<file path="src/rtl/pll_cfg_pkg.sv">
package pll_cfg_pkg;
  localparam int unsigned DATA_W = 16;
  localparam int unsigned ADDR_W = 2;
  localparam int unsigned FRAC_W = 13;
  localparam int unsigned DIV_W  = 6;
  localparam int unsigned N_EN   = 3;

  localparam logic [ADDR_W-1:0] A_CFG  = 2'd0;
  localparam logic [ADDR_W-1:0] A_FRAC = 2'd1;
  localparam logic [ADDR_W-1:0] A_ERR  = 2'd2;

  // word 0 field positions
  localparam int unsigned B_SRC   = 0;
  localparam int unsigned B_DIV   = 2;
  localparam int unsigned B_RNG   = 8;
  localparam int unsigned B_VCO   = 10;
  localparam int unsigned B_EN    = 11;
  localparam int unsigned B_LATCH = 14;

  typedef enum logic [1:0] {
    SRC_OFF  = 2'd0,
    SRC_FAST = 2'd1,
    SRC_LP   = 2'd2,
    SRC_XTAL = 2'd3
  } src_e;

  typedef struct packed {
    logic             latch;
    logic [N_EN-1:0]  en;
    logic             vco_med;
    logic [1:0]       rng;
    logic [DIV_W-1:0] div;
    src_e             src;
  } cfg_t;
endpackage

</file>
<file path="src/rtl/pll_cfg_lock.sv">
module pll_cfg_lock #(
  parameter int unsigned NUM_PLL = 3
) (
  input  logic [NUM_PLL-1:0] pll_on_i,
  input  logic [NUM_PLL-1:0] pll_rdy_i,
  output logic               all_off_o,
  output logic               own_off_o
);
  assign all_off_o = ~|(pll_on_i | pll_rdy_i);
  assign own_off_o = ~(pll_on_i[0] | pll_rdy_i[0]);
endmodule

</file>
<file path="src/rtl/pll_cfg_frac.sv">
module pll_cfg_frac #(
  parameter int unsigned FRAC_W = 13
) (
  input  logic              clk_i,
  input  logic              rst_ni,
  input  logic              wr_i,
  input  logic [FRAC_W-1:0] wdata_i,
  input  logic              load_i,
  output logic [FRAC_W-1:0] frac_o,
  output logic [FRAC_W-1:0] mod_o
);
  always_ff @(posedge clk_i or negedge rst_ni) begin
    if (!rst_ni) begin
      frac_o <= '0;
      mod_o  <= '0;
    end else begin
      if (wr_i)   frac_o <= wdata_i;
      if (load_i) mod_o  <= frac_o;
    end
  end
endmodule

</file>
<file path="src/rtl/pll_cfg_regs.sv">
module pll_cfg_regs
  import pll_cfg_pkg::*;
#(
  parameter int unsigned NUM_PLL = 3
) (
  input  logic               clk_i,
  input  logic               rst_ni,
  input  logic [1:0]         addr_i,
  input  logic               we_i,
  input  logic [15:0]        wdata_i,
  output logic [15:0]        rdata_o,
  input  logic [NUM_PLL-1:0] pll_on_i,
  input  logic [NUM_PLL-1:0] pll_rdy_i,
  output logic [1:0]         src_sel_o,
  output logic [5:0]         ref_div_o,
  output logic [1:0]         in_range_o,
  output logic               vco_med_o,
  output logic               p_en_o,
  output logic               q_en_o,
  output logic               r_en_o,
  output logic [12:0]        frac_o,
  output logic [12:0]        frac_mod_o,
  output logic               err_o
);
  localparam int unsigned CFG_W = $bits(cfg_t);

  cfg_t cfg_q, cfg_w;
  logic all_off, own_off;
  logic wr_cfg, wr_frac, wr_err;
  logic src_blk, div_blk, en_blk;
  logic [N_EN-1:0] en_d;
  logic latch_q;
  logic err_q;
  logic unused_w;

  assign wr_cfg  = we_i && (addr_i == A_CFG);
  assign wr_frac = we_i && (addr_i == A_FRAC);
  assign wr_err  = we_i && (addr_i == A_ERR);
  assign cfg_w   = cfg_t'(wdata_i[CFG_W-1:0]);
  assign unused_w = wdata_i[DATA_W-1];

  pll_cfg_lock #(.NUM_PLL(NUM_PLL)) u_lock (
    .pll_on_i  (pll_on_i),
    .pll_rdy_i (pll_rdy_i),
    .all_off_o (all_off),
    .own_off_o (own_off)
  );

  // blocked write counts as an error only when it would have changed the field
  assign src_blk = wr_cfg && !all_off && (cfg_w.src != cfg_q.src);
  assign div_blk = wr_cfg && !own_off && (cfg_w.div != cfg_q.div);
  assign en_blk  = wr_cfg && !own_off && (cfg_w.en  != cfg_q.en);

  for (genvar i = 0; i < N_EN; i++) begin : g_en
    always_comb en_d[i] = (wr_cfg && own_off) ? cfg_w.en[i] : cfg_q.en[i];
  end

  always_ff @(posedge clk_i or negedge rst_ni) begin
    if (!rst_ni) begin
      cfg_q <= '0;
    end else if (wr_cfg) begin
      if (all_off) cfg_q.src <= cfg_w.src;
      if (own_off) cfg_q.div <= cfg_w.div;
      cfg_q.en      <= en_d;
      cfg_q.rng     <= cfg_w.rng;
      cfg_q.vco_med <= cfg_w.vco_med;
      cfg_q.latch   <= cfg_w.latch;
    end
  end

  assign latch_q = cfg_q.latch;

  always_ff @(posedge clk_i or negedge rst_ni) begin
    if (!rst_ni)                     err_q <= 1'b0;
    else if (wr_err && wdata_i[0])   err_q <= 1'b0;
    else if (src_blk || div_blk || en_blk) err_q <= 1'b1;
  end

  pll_cfg_frac #(.FRAC_W(FRAC_W)) u_frac (
    .clk_i   (clk_i),
    .rst_ni  (rst_ni),
    .wr_i    (wr_frac),
    .wdata_i (wdata_i[FRAC_W-1:0]),
    .load_i  (wr_cfg && cfg_w.latch && !latch_q),
    .frac_o  (frac_o),
    .mod_o   (frac_mod_o)
  );

  always_comb begin
    case (addr_i)
      A_CFG:   rdata_o = DATA_W'(cfg_q);
      A_FRAC:  rdata_o = DATA_W'(frac_o);
      A_ERR:   rdata_o = DATA_W'(err_q);
      default: rdata_o = '0;
    endcase
  end

  assign src_sel_o  = cfg_q.src;
  assign ref_div_o  = cfg_q.div;
  assign in_range_o = cfg_q.rng;
  assign vco_med_o  = cfg_q.vco_med;
  assign p_en_o     = cfg_q.en[0];
  assign q_en_o     = cfg_q.en[1];
  assign r_en_o     = cfg_q.en[2];
  assign err_o      = err_q;
endmodule

</file>
<file path="config.mk">
export PLATFORM = sky130hd
export DESIGN_NAME = pll_cfg_regs
export DESIGN_NICKNAME = d
export VERILOG_FILES = /design/src/rtl/pll_cfg_pkg.sv /design/src/rtl/pll_cfg_lock.sv /design/src/rtl/pll_cfg_frac.sv /design/src/rtl/pll_cfg_regs.sv
export SDC_FILE = /design/constraint.sdc
export NUM_CORES = 1
export LEC_CHECK = 0
export BUFFER_PORTS_ARGS = -buffer_cell sky130_fd_sc_hd__buf_2
export CORE_MARGIN = 1.5
export CORE_UTILIZATION = 40
export CTS_CLUSTER_DIAMETER = 80
export CTS_CLUSTER_SIZE = 12
export DETAILED_ROUTE_END_ITERATION = 12
export PLACE_DENSITY_LB_ADDON = 0.2
export SETUP_SLACK_MARGIN = 0.05
export SYNTH_ARGS = -nofsm -noshare
export SYNTH_HDL_FRONTEND = slang
export SYNTH_SLANG_ARGS = --single-unit
</file>
<file path="constraint.sdc">
create_clock -name clk_i -period 1.8 [get_ports clk_i]
set_input_delay 0.09 -clock clk_i [delete_from_list [all_inputs] [get_ports clk_i]]
set_output_delay 0.09 -clock clk_i [all_outputs]
set_load 0.1 [all_outputs]
</file>
==> metrics.cfg <==
[status]
outcome=finished, final reports clean

[detailed_routing]
detail-route-antenna-nets=0
wire_per_inst_um=14.8
totalWireLength_um=4560
drt-initial-drc-count=67
via_per_inst=4.78
first_pass_iters=4
vias=1471
drc=0

[power_and_ir_drop]
power.total_mw=4.79
p_leak_nw=1.35
power.density_mw_per_mm2=1730
irDropWorstVdd_v=0.000909

[place]
gp_congestion=0.732
post-place-ws_ns=0.332
hpwl_um=3370
dpl.cell_count=299
io_buffer_count=81
place_area_mm2=0.00266

[sta]
maxSlewViolCount=0
finalSetupViolCount=0
rsz0062_at_grt=no
tns_ns=0
period_needed_ns=1.41
tightest_slew_ns=0.734
slew_headroom=0.510
max_freq_ghz=0.709
hold_viol_final=0
period_share=0.783
fin_skew_ns=0.00621
fin_hold_ws_ns=0.0370
setup_slack_ns=0.390

[yosys]
synth_edf_count=0
netlist_area_mm2=0.00202
synth_largest_area_cell=dfrtp_1
syn-num-nets=177
synth_cells=150
synthFlopType=dfrtp_1
synth_top_area_frac=0.520
ys_ff_latch=42
ys_top_cells_by_count=42 x dfrtp_1, 31 x mux2_2, 15 x nor2_1
synthArstFlopShare=1.00
synth_cell_types=26
synthTopCellsByArea=dfrtp_1 52%, mux2_2 17%, mux2_4 7.4%, mux2i_1 6.4%, xnor2_1 3.9%
yosys_warnings=0
synth_area_per_cell_um2=13.5
yosysSeqAreaShare=0.520
synth.most_common_cell=dfrtp_1

[worst_setup_path]
worstPathCellList=mux2i_1 -> nor2_4 -> buf_2
critical_path_arrival_ns=1.32
r2r.worst_path.cells=4
critPathCapture=rdata_o[5]
rrSetupSlack_ns=0.40
worst-setup-path-type=reg2out
rr_startpoint=ref_div_o[1]
timing.rr.end=err_o
start_kind=register
slowest_stage=buf_2
worst_setup_path_end_kind=primary output
cpPeakStageDelay_ns=0.42
crit_required_ns=1.71
crit_start=ref_div_o[3]
path_max_fanout=4

[floorplan]
start_util=0.422
coreArea_mm2=0.00479
die_area_mm2=0.00549
die_x_um=74.1
ios=84
num_rows=25
fp.dieH_um=74.1

[run]
maxCapViolations=0

[hold_path]
hold_path_class=in2reg

[layout]
layout-drive-gt1-share=0.739
area_growth_pct=36.8
seq_area_mm2=0.00108
antenna_cells=0
multi_input_area_mm2=0.00102
final_cell_area_mm2=0.00277
stdcell_count=308
fillers=442
fin_util=0.578
nNetsFinal=267

[clock_tree]
clockRootBuffer=clkbuf_8
cts_tree=done
htreeDepth=2
clk_latency_ns=0.30
cts_buffers=5
cts.sinks=42
clkTransAtPathRegs_ns=0.08
cts.path.max_buffers=2

[grt]
grt_pass1_vias=1391
antenna_found_initial=0
grt_pass1_wl_um=7040
grt_start_max_net_pins=34
track_usage=0.178
grt.overflow.total=0

-- state kept, by name, indices dropped and copies added (netlist names) --
signal / flops
vco_med_o: 1
err_o: 1
ref_div_o: 6
in_range_o: 2
q_en_o: 1
u_frac.frac_o: 13
r_en_o: 1
latch_q: 1
src_sel_o: 2
u_frac.mod_o: 13
p_en_o: 1
-- cell families (layout without fill, tap and decap cells) --
group,Yosys count,in the layout,synth area share
mux,54,54,0.311
simple gates,31,31,0.0811
compound gates,4,4,0.0111
flops,42,42,0.520
buf+inv,7,98,0.0272
xor+xnor,11,11,0.0477
other cells,1,1,0.00185
-- worst max-delay path, delay by kind of cell (launching register included) --
| family | cells | cell delay, ns |
|---|---|---|
| DFF | 1 | 0.40 |
| buffers and inverters | 1 | 0.42 |
| muxes | 1 | 0.11 |
| and+or+nand+nor | 1 | 0.09 |
-- timing repair --
| action | in CTS | in global routing |
|---|---|---|
| hold endpoints to repair | 31 | 0 |
| hold buffers | 1 | 0 |
| resized for setup | 0 | 0 |
| setup buffers | 0 | 0 |
-- worst min-delay path by stage --
stage / startpoint / end / slack [ns] / cells past startpoint
CTS: wdata_i[10] / u_frac.frac_o[10] / 0.03 / 2
finish: wdata_i[10] / u_frac.frac_o[10] / 0.04 / 2
global route: wdata_i[10] / vco_med_o / 0.02 / 2
global placement: rst_ni / u_frac.mod_o[5] / 0.20 / 1
floorplan: rst_ni / err_o / -0.21 / 0
detailed placement: rst_ni / u_frac.mod_o[8] / 0.19 / 1
-- report_power, final --
| group | switching, mW | total [mW] | internal, mW | leakage [nW] |
|---|---|---|---|---|
| Clock | 0.313 | 0.623 | 0.309 | 0.0482 |
| Combinational | 2.27 | 2.80 | 0.523 | 0.822 |
| Sequential | 0.182 | 1.37 | 1.19 | 0.481 |
-- per-layer routing --
layer,track usage,wire [um],up-vias
li1,-,-,705
met1,0.224,1990,714
met2,0.290,2260,45
met3,0.0528,244,7
met4,0.0679,67,0
met5,0,0,-
-- cell usage in the layout (no fill, tap or decap), drive strengths merged --
cell,n
nand2,3
conb,1
nor2b,1
a31oi,1
and2,3
nor2,16
clkinv,1
xor2,2
o21ai,2
mux2,41
buf,89
nor4,1
xnor2,9
nand3,2
mux2i,13
dlygate4sd3,1
clkbuf,7
dfrtp,42
and3,1
o22ai,1
nand4,2
nand3b,2
-- cell type report --
type                    count  share of cell area
clock buffers               7              0.0312
clock inverters             1             0.00181
multi-input cells         101               0.368
flip-flops and latches     42               0.391
well taps                  67              0.0303
repair buffers             90               0.177
(Power assumes the default switching activity.)
